<file path="src/rtl/clk_ctrl_pkg.sv">
package clk_ctrl_pkg;
  typedef struct packed {
    logic setStop;
    logic clrStop;
    logic loadPll;
    logic pllVal;
    logic loadDiv;
    logic forceDiv;
  } clkStrobes_t;
endpackage

</file>
<file path="src/rtl/clk_ctrl_decode.sv">
module clk_ctrl_decode
  import clk_ctrl_pkg::*;
#(
  parameter int ADDR_W    = 4,
  parameter int CTRL_ADDR = 0,
  parameter int DIV_ADDR  = 1
) (
  input  logic              busWr,
  input  logic [ADDR_W-1:0] busAddr,
  input  logic              wrStop,
  input  logic              wrPll,
  input  logic              protectEn,
  input  logic              clkChangeLock,
  input  logic              wdtOscLock,
  input  logic              oscStopDetEn,
  input  logic              onChipOscSel,
  input  logic              wakePulse,
  input  logic              curStop,
  output clkStrobes_t       strb,
  output logic              rdSelCtrl,
  output logic              rdSelDiv
);
  localparam logic [ADDR_W-1:0] CTRL_A = ADDR_W'(CTRL_ADDR);
  localparam logic [ADDR_W-1:0] DIV_A  = ADDR_W'(DIV_ADDR);

  logic ctrlHit, divHit, stopWritable, stopAllowed;

  always_comb begin
    rdSelCtrl    = (busAddr == CTRL_A);
    rdSelDiv     = (busAddr == DIV_A);
    ctrlHit      = busWr && rdSelCtrl && protectEn;
    divHit       = busWr && rdSelDiv && protectEn;
    stopWritable = ctrlHit && !clkChangeLock && !wdtOscLock;
    stopAllowed  = !oscStopDetEn && !onChipOscSel;

    strb.clrStop  = wakePulse || (stopWritable && !wrStop);
    strb.setStop  = stopWritable && wrStop && stopAllowed && !wakePulse && !curStop;
    strb.forceDiv = stopWritable && wrStop && stopAllowed && !wakePulse && !curStop;
    strb.loadPll  = ctrlHit && !clkChangeLock && !onChipOscSel;
    strb.pllVal   = wrPll;
    strb.loadDiv  = divHit;
  end
endmodule

</file>
<file path="src/rtl/clk_ctrl_regs.sv">
module clk_ctrl_regs
  import clk_ctrl_pkg::*;
#(
  parameter int          DIV_W     = 5,
  parameter logic [4:0]  DIV_RESET = 5'b00100,
  parameter logic [4:0]  DIV_STOP  = 5'b01000
) (
  input  logic             clk,
  input  logic             rstN,
  input  clkStrobes_t      strb,
  input  logic [DIV_W-1:0] divIn,
  input  logic             rdSelCtrl,
  input  logic             rdSelDiv,
  output logic             stopQ,
  output logic             pllQ,
  output logic [DIV_W-1:0] divQ,
  output logic [7:0]       rdData
);
  localparam logic [7:0] RSV_VALUE = 8'h20;
  localparam int         PAD_W     = 8 - DIV_W;

  logic [7:0] ctrlWord;

  always_ff @(posedge clk) begin
    if (!rstN) begin
      stopQ <= 1'b0;
      pllQ  <= 1'b0;
      divQ  <= DIV_W'(DIV_RESET);
    end else begin
      if (strb.clrStop)      stopQ <= 1'b0;
      else if (strb.setStop) stopQ <= 1'b1;
      if (strb.loadPll)      pllQ  <= strb.pllVal;
      if (strb.forceDiv)     divQ  <= DIV_W'(DIV_STOP);
      else if (strb.loadDiv) divQ  <= divIn;
    end
  end

  always_comb begin
    ctrlWord    = RSV_VALUE;
    ctrlWord[0] = stopQ;
    ctrlWord[7] = pllQ;
    if (rdSelCtrl)     rdData = ctrlWord;
    else if (rdSelDiv) rdData = {{PAD_W{1'b0}}, divQ};
    else               rdData = 8'h00;
  end

  assert_stop_forces_div_R5: assert property (@(posedge clk) disable iff (!rstN)
    $rose(stopQ) |-> (divQ == DIV_W'(DIV_STOP)));
  assert_reserved_bits_R2: assert property (@(posedge clk) disable iff (!rstN)
    rdSelCtrl |-> (rdData[6:1] == 6'b010000));
  assert_wake_clears_R11: assert property (@(posedge clk) disable iff (!rstN)
    strb.clrStop |=> !stopQ);
endmodule

</file>
<file path="src/rtl/clk_ctrl_reg.sv">
module clk_ctrl_reg
  import clk_ctrl_pkg::*;
#(
  parameter int         ADDR_W    = 4,
  parameter int         CTRL_ADDR = 0,
  parameter int         DIV_ADDR  = 1,
  parameter int         DIV_W     = 5,
  parameter logic [4:0] DIV_RESET = 5'b00100,
  parameter logic [4:0] DIV_STOP  = 5'b01000
) (
  input  logic              clk,
  input  logic              rstN,
  input  logic [ADDR_W-1:0] busAddr,
  input  logic [7:0]        busWrData,
  input  logic              busWr,
  output logic [7:0]        busRdData,
  input  logic              protectEn,
  input  logic              clkChangeLock,
  input  logic              wdtOscLock,
  input  logic              oscStopDetEn,
  input  logic              onChipOscSel,
  input  logic              wakePulse,
  output logic              stopReq,
  output logic              pllSel,
  output logic [DIV_W-1:0]  divSetting
);
  clkStrobes_t strb;
  logic rdSelCtrl, rdSelDiv;
  logic unusedWrBits;
  assign unusedWrBits = ^busWrData[6:DIV_W];

  clk_ctrl_decode #(.ADDR_W(ADDR_W), .CTRL_ADDR(CTRL_ADDR), .DIV_ADDR(DIV_ADDR)) uDecode (
    .busWr(busWr), .busAddr(busAddr), .wrStop(busWrData[0]), .wrPll(busWrData[7]),
    .protectEn(protectEn), .clkChangeLock(clkChangeLock), .wdtOscLock(wdtOscLock),
    .oscStopDetEn(oscStopDetEn), .onChipOscSel(onChipOscSel), .wakePulse(wakePulse),
    .curStop(stopReq), .strb(strb), .rdSelCtrl(rdSelCtrl), .rdSelDiv(rdSelDiv));

  clk_ctrl_regs #(.DIV_W(DIV_W), .DIV_RESET(DIV_RESET), .DIV_STOP(DIV_STOP)) uRegs (
    .clk(clk), .rstN(rstN), .strb(strb), .divIn(busWrData[DIV_W-1:0]),
    .rdSelCtrl(rdSelCtrl), .rdSelDiv(rdSelDiv), .stopQ(stopReq), .pllQ(pllSel),
    .divQ(divSetting), .rdData(busRdData));

  assert_protect_blocks_R4: assert property (@(posedge clk) disable iff (!rstN)
    (!protectEn && !wakePulse) |=> ($stable(stopReq) && $stable(pllSel) && $stable(divSetting)));
  assert_change_lock_R6: assert property (@(posedge clk) disable iff (!rstN)
    (clkChangeLock && !wakePulse) |=> ($stable(stopReq) && $stable(pllSel)));
  assert_wdt_lock_R7: assert property (@(posedge clk) disable iff (!rstN)
    (wdtOscLock && !wakePulse) |=> $stable(stopReq));
  assert_onchip_pll_R8: assert property (@(posedge clk) disable iff (!rstN)
    onChipOscSel |=> $stable(pllSel));
  assert_no_stop_entry_R9: assert property (@(posedge clk) disable iff (!rstN)
    ((oscStopDetEn || onChipOscSel) && !stopReq) |=> !stopReq);
  assert_stray_addr_R12: assert property (@(posedge clk) disable iff (!rstN)
    (busWr && !wakePulse && (busAddr != ADDR_W'(CTRL_ADDR)) && (busAddr != ADDR_W'(DIV_ADDR)))
      |=> ($stable(stopReq) && $stable(pllSel) && $stable(divSetting)));
endmodule

</file>
<file path="config.mk">
export PLATFORM = sky130hd
export DESIGN_NAME = clk_ctrl_reg
export DESIGN_NICKNAME = d
export VERILOG_FILES = /design/src/rtl/clk_ctrl_pkg.sv /design/src/rtl/clk_ctrl_decode.sv /design/src/rtl/clk_ctrl_regs.sv /design/src/rtl/clk_ctrl_reg.sv
export SDC_FILE = /design/constraint.sdc
export NUM_CORES = 1
export LEC_CHECK = 0
export ABC_AREA = 1
export BUFFER_PORTS_ARGS = -buffer_cell sky130_fd_sc_hd__buf_2
export CORE_AREA = 5 5 42 44
export DETAILED_ROUTE_END_ITERATION = 6
export DIE_AREA = 0 0 47 49
export HOLD_SLACK_MARGIN = 0.1
export PLACE_DENSITY = 0.74
export SLEW_MARGIN = 20
export SYNTH_ARGS = -nofsm -noshare
export SYNTH_HDL_FRONTEND = slang
export SYNTH_SLANG_ARGS = --single-unit
</file>
<file path="constraint.sdc">
create_clock -name clk -period 1.7 [get_ports clk]
set_input_delay 0.085 -clock clk [delete_from_list [all_inputs] [get_ports clk]]
set_output_delay 0.085 -clock clk [all_outputs]
set_load 0.005 [all_outputs]
</file>
==> results.md <==
* Nets at between 100 and 150
* Max stage delay cell, worst path: dfxtp_1
* CTS tree: yes
* Cells after Synth at 80
* Max-cap violations at 0
* Fmax achieved at ~950 MHz
* Maximum clock insertion buffer count at 2
* Number of global-route vias before repair at 550
* Synth unique cells at 14
* Core area at roughly 1400 sq um
* Via count at roughly 580
* Detailed Place HPWL at 1039 um
* Slew Limit Fails at 0
* Startpoint types: flop
* Placed cell area at 645.6 sq um
* FF-to-FF End: uRegs.divQ[0]
* Cells along the critical path: inv_1 -> nand2_1 -> nor2_1 -> nand3_2 -> nand2_1 -> nor2_1
* Drt first pass iters at 4
* Port bufs at 32
* Mean area per synthesized cell at 6.006 sq um
* WP data required at approximately 1.8 ns
* First-pass GRT wire length at between 2000 and 2500 um
* Antenna Violating Nets Remaining at 0
* Total Neg Setup Slack at 0 ns
* GRT Resource Usage Total at around an eighth
* Layer with the highest usage: met2
* Post_cts resized at 0
* Clock sink count at 7
* Worst EP arrival at 1.20 ns
* Leakage power at approximately 0.40 nW
* Die Wd at 47 um
* M3 GR Usage at around 3.3%
* Setup crit end kind: flop
* Ant. Diodes at 0
* GRT met1 Usage at a little over an eighth
* Min cycle time layout at 1.056 ns
* I/O pins at 36
* Crit Path Category: flop to flop
* DRC Markers at 0
* Final Skew at 0.002279 ns
* Pwr/cell area at roughly 550 nW/um^2
* Layout cells sized above 1 at roughly 37%
* Synth area leader: dfxtp_1
* Root Buffer: clkbuf_4
* RSZ-0062 raised after global routing: no
* WHS Endpoint: uRegs.pllQ
* Hold Path Class: primary input to flop
* Die Y at ~49 um
* Worst vdd ir at ~0.32 mV
* Syn-to-layout area delta at 41.93%
* Hold depth at 3
* Wire per inst at between 9 and 10 um
* Mapped Area at 480.5 sq um
* GR Util met2 at approximately 22%
* Setup Fix Bufs, Post-CTS at 0
* Register-to-Register Setup Slack at 0.64 ns
* H-Tree Depth at 1
* Synth warn at 0
* Clock Latency Late Sink at 0.25 ns
* Seq/Total Area, Yosys at between 20% and 30%
* Top cells by area, synth: dfxtp_1 29%, inv_1 17%, nand2_1 13%
* TritonCTS buffer count at 3
* Synthesized flop and latch total at 7
* Tcrit/Tclk final at 62.10%
* Final Cell Area at between 600 and 700 sq um
* Initial antenna violation count at 0
* Crit Path Max Fanout at 4
* Initial Utilization at between 30 and 40%
* Slowest stage delay, CP at 0.31 ns
* Clock Pin Slew Worst Setup and Hold Paths at around 0.05 ns
* Status: finished clean
* Min-delay src: busWrData[7]
* Die ar. at ~2300 sq um
* Reg-to-reg startpoint: uRegs.stopQ
* Post-synth top area share at slightly below 30%
* Global route overflow at 0
* DRT iter0 DRCs at 8
* Register-to-Register Path Depth at 6
* Largest net degree at the start of global routing at 10
* DR vias/cell at around 4.4
* GPL Wtd Cong at about 0.7
* Routed WL at between 1000 and 1500 um
* Row count at 14
* Syn nets at 101
* Finish-stage setup viols at 0
* Final-report hold violation count at 0
* CP startpoint: uRegs.stopQ
[power breakdown]
part / switching, mW / total (mW) / internal (mW) / leakage (nW)
sequential: 0.000822 / 0.166 / 0.166 / 0.0565
clock: 0.0604 / 0.150 / 0.0895 / 0.0150
combinational: 0.0312 / 0.0578 / 0.0266 / 0.332
[through the flow]
step | util [%] | worst slack, ns | hold WS [ns] | power [mW] | std cells
2_1_floorplan | - | 0.8147 | 0.1537 | 0.1972 | 80
3_3_place_gp | 46.07 | 0.6922 | 0.2802 | 0.2236 | 126
3_5_place_dp | 46.07 | 0.6754 | 0.2873 | 0.2253 | 126
4_1_cts | 48.66 | 0.6550 | 0.1020 | 0.3762 | 131
5_1_grt | 48.66 | 0.5301 | 0.1042 | 0.4001 | 131
6_report | 48.66 | 0.6443 | 0.09993 | 0.3741 | 131
[cells in the final DEF, fill, tap and decap left out]
cell,synthesis,routed
nand4_1,1,1
nor2_1,12,12
buf_2,0,32
nand2_1,17,17
clkbuf_1,0,1
dfxtp_1,7,7
nor2_4,3,3
nand3_1,4,4
nor2b_2,1,1
inv_1,22,22
o21ai_0,5,5
dlygate4sd3_1,0,1
conb_1,1,1
clkbuf_4,0,3
a21oi_1,2,2
nand3_2,2,2
nand2_2,1,1
[cells in the mapped netlist (all sizes together)]
cell type	number
nand3	6
nand4	1
inv	22
a21oi	2
buf	2
nand2	18
o21ai	5
nor2b	1
conb	1
nor2	15
dfxtp	7
[kinds of logic (layout without fill, tap and decap cells)]
family                 after synthesis  after routing  synth area share (%)
AND/OR/NAND/NOR                     41             41                 42.45
buffers and inverters               24             59                 20.31
AO/OA/AOI/OAI                        7              7                 7.291
flip-flops                           7              7                 29.17
other                                1              1                0.7805
[sequential cells by signal, indices dropped and copies added (netlist names)]
name / cells
uRegs.pllQ: 1
uRegs.stopQ: 1
uRegs.divQ: 5
[layer usage]
layer | part of all wire [%] | up-vias
li1 | - | 300
met1 | 36 | 255
met2 | 55 | 19
met3 | 7.3 | 3
met4 | 1.5 | 0
met5 | 0 | -
[how the worst max path moves through the flow]
stage | endpoint | slack [ns] | cells past startpoint
5_1_grt | uRegs.divQ[4] | 0.53 | 6
4_1_cts | busRdData[0] | 0.65 | 3
6_report | uRegs.divQ[0] | 0.64 | 6
3_5_place_dp | uRegs.divQ[0] | 0.68 | 7
2_1_floorplan | uRegs.divQ[0] | 0.81 | 6
3_3_place_gp | uRegs.divQ[1] | 0.69 | 7
[critical path, delay by kind of cell (launching register included)]
family | cells | cell delay [ns]
buffers and inverters | 1 | 0.09
flip-flops | 1 | 0.31
AND/OR/NAND/NOR | 5 | 0.53
[area by class of cell]
cell class                      count  area (sq um)
Inverter                           22         82.58
Multi-Input combinational cell     49         242.7
Clock buffer                        4         26.28
Fill cell                         157         719.4
Tap cell                           16         20.02
Sequential cell                     7         140.1
Timing Repair Buffer               33         170.2
[timing repair]
item,in CTS,in global routing
endpoints found under the setup margin,0,0
hold buffers,1,0
endpoints found under the hold margin,1,0
Note: power is estimated with default switching activity, not from simulation.
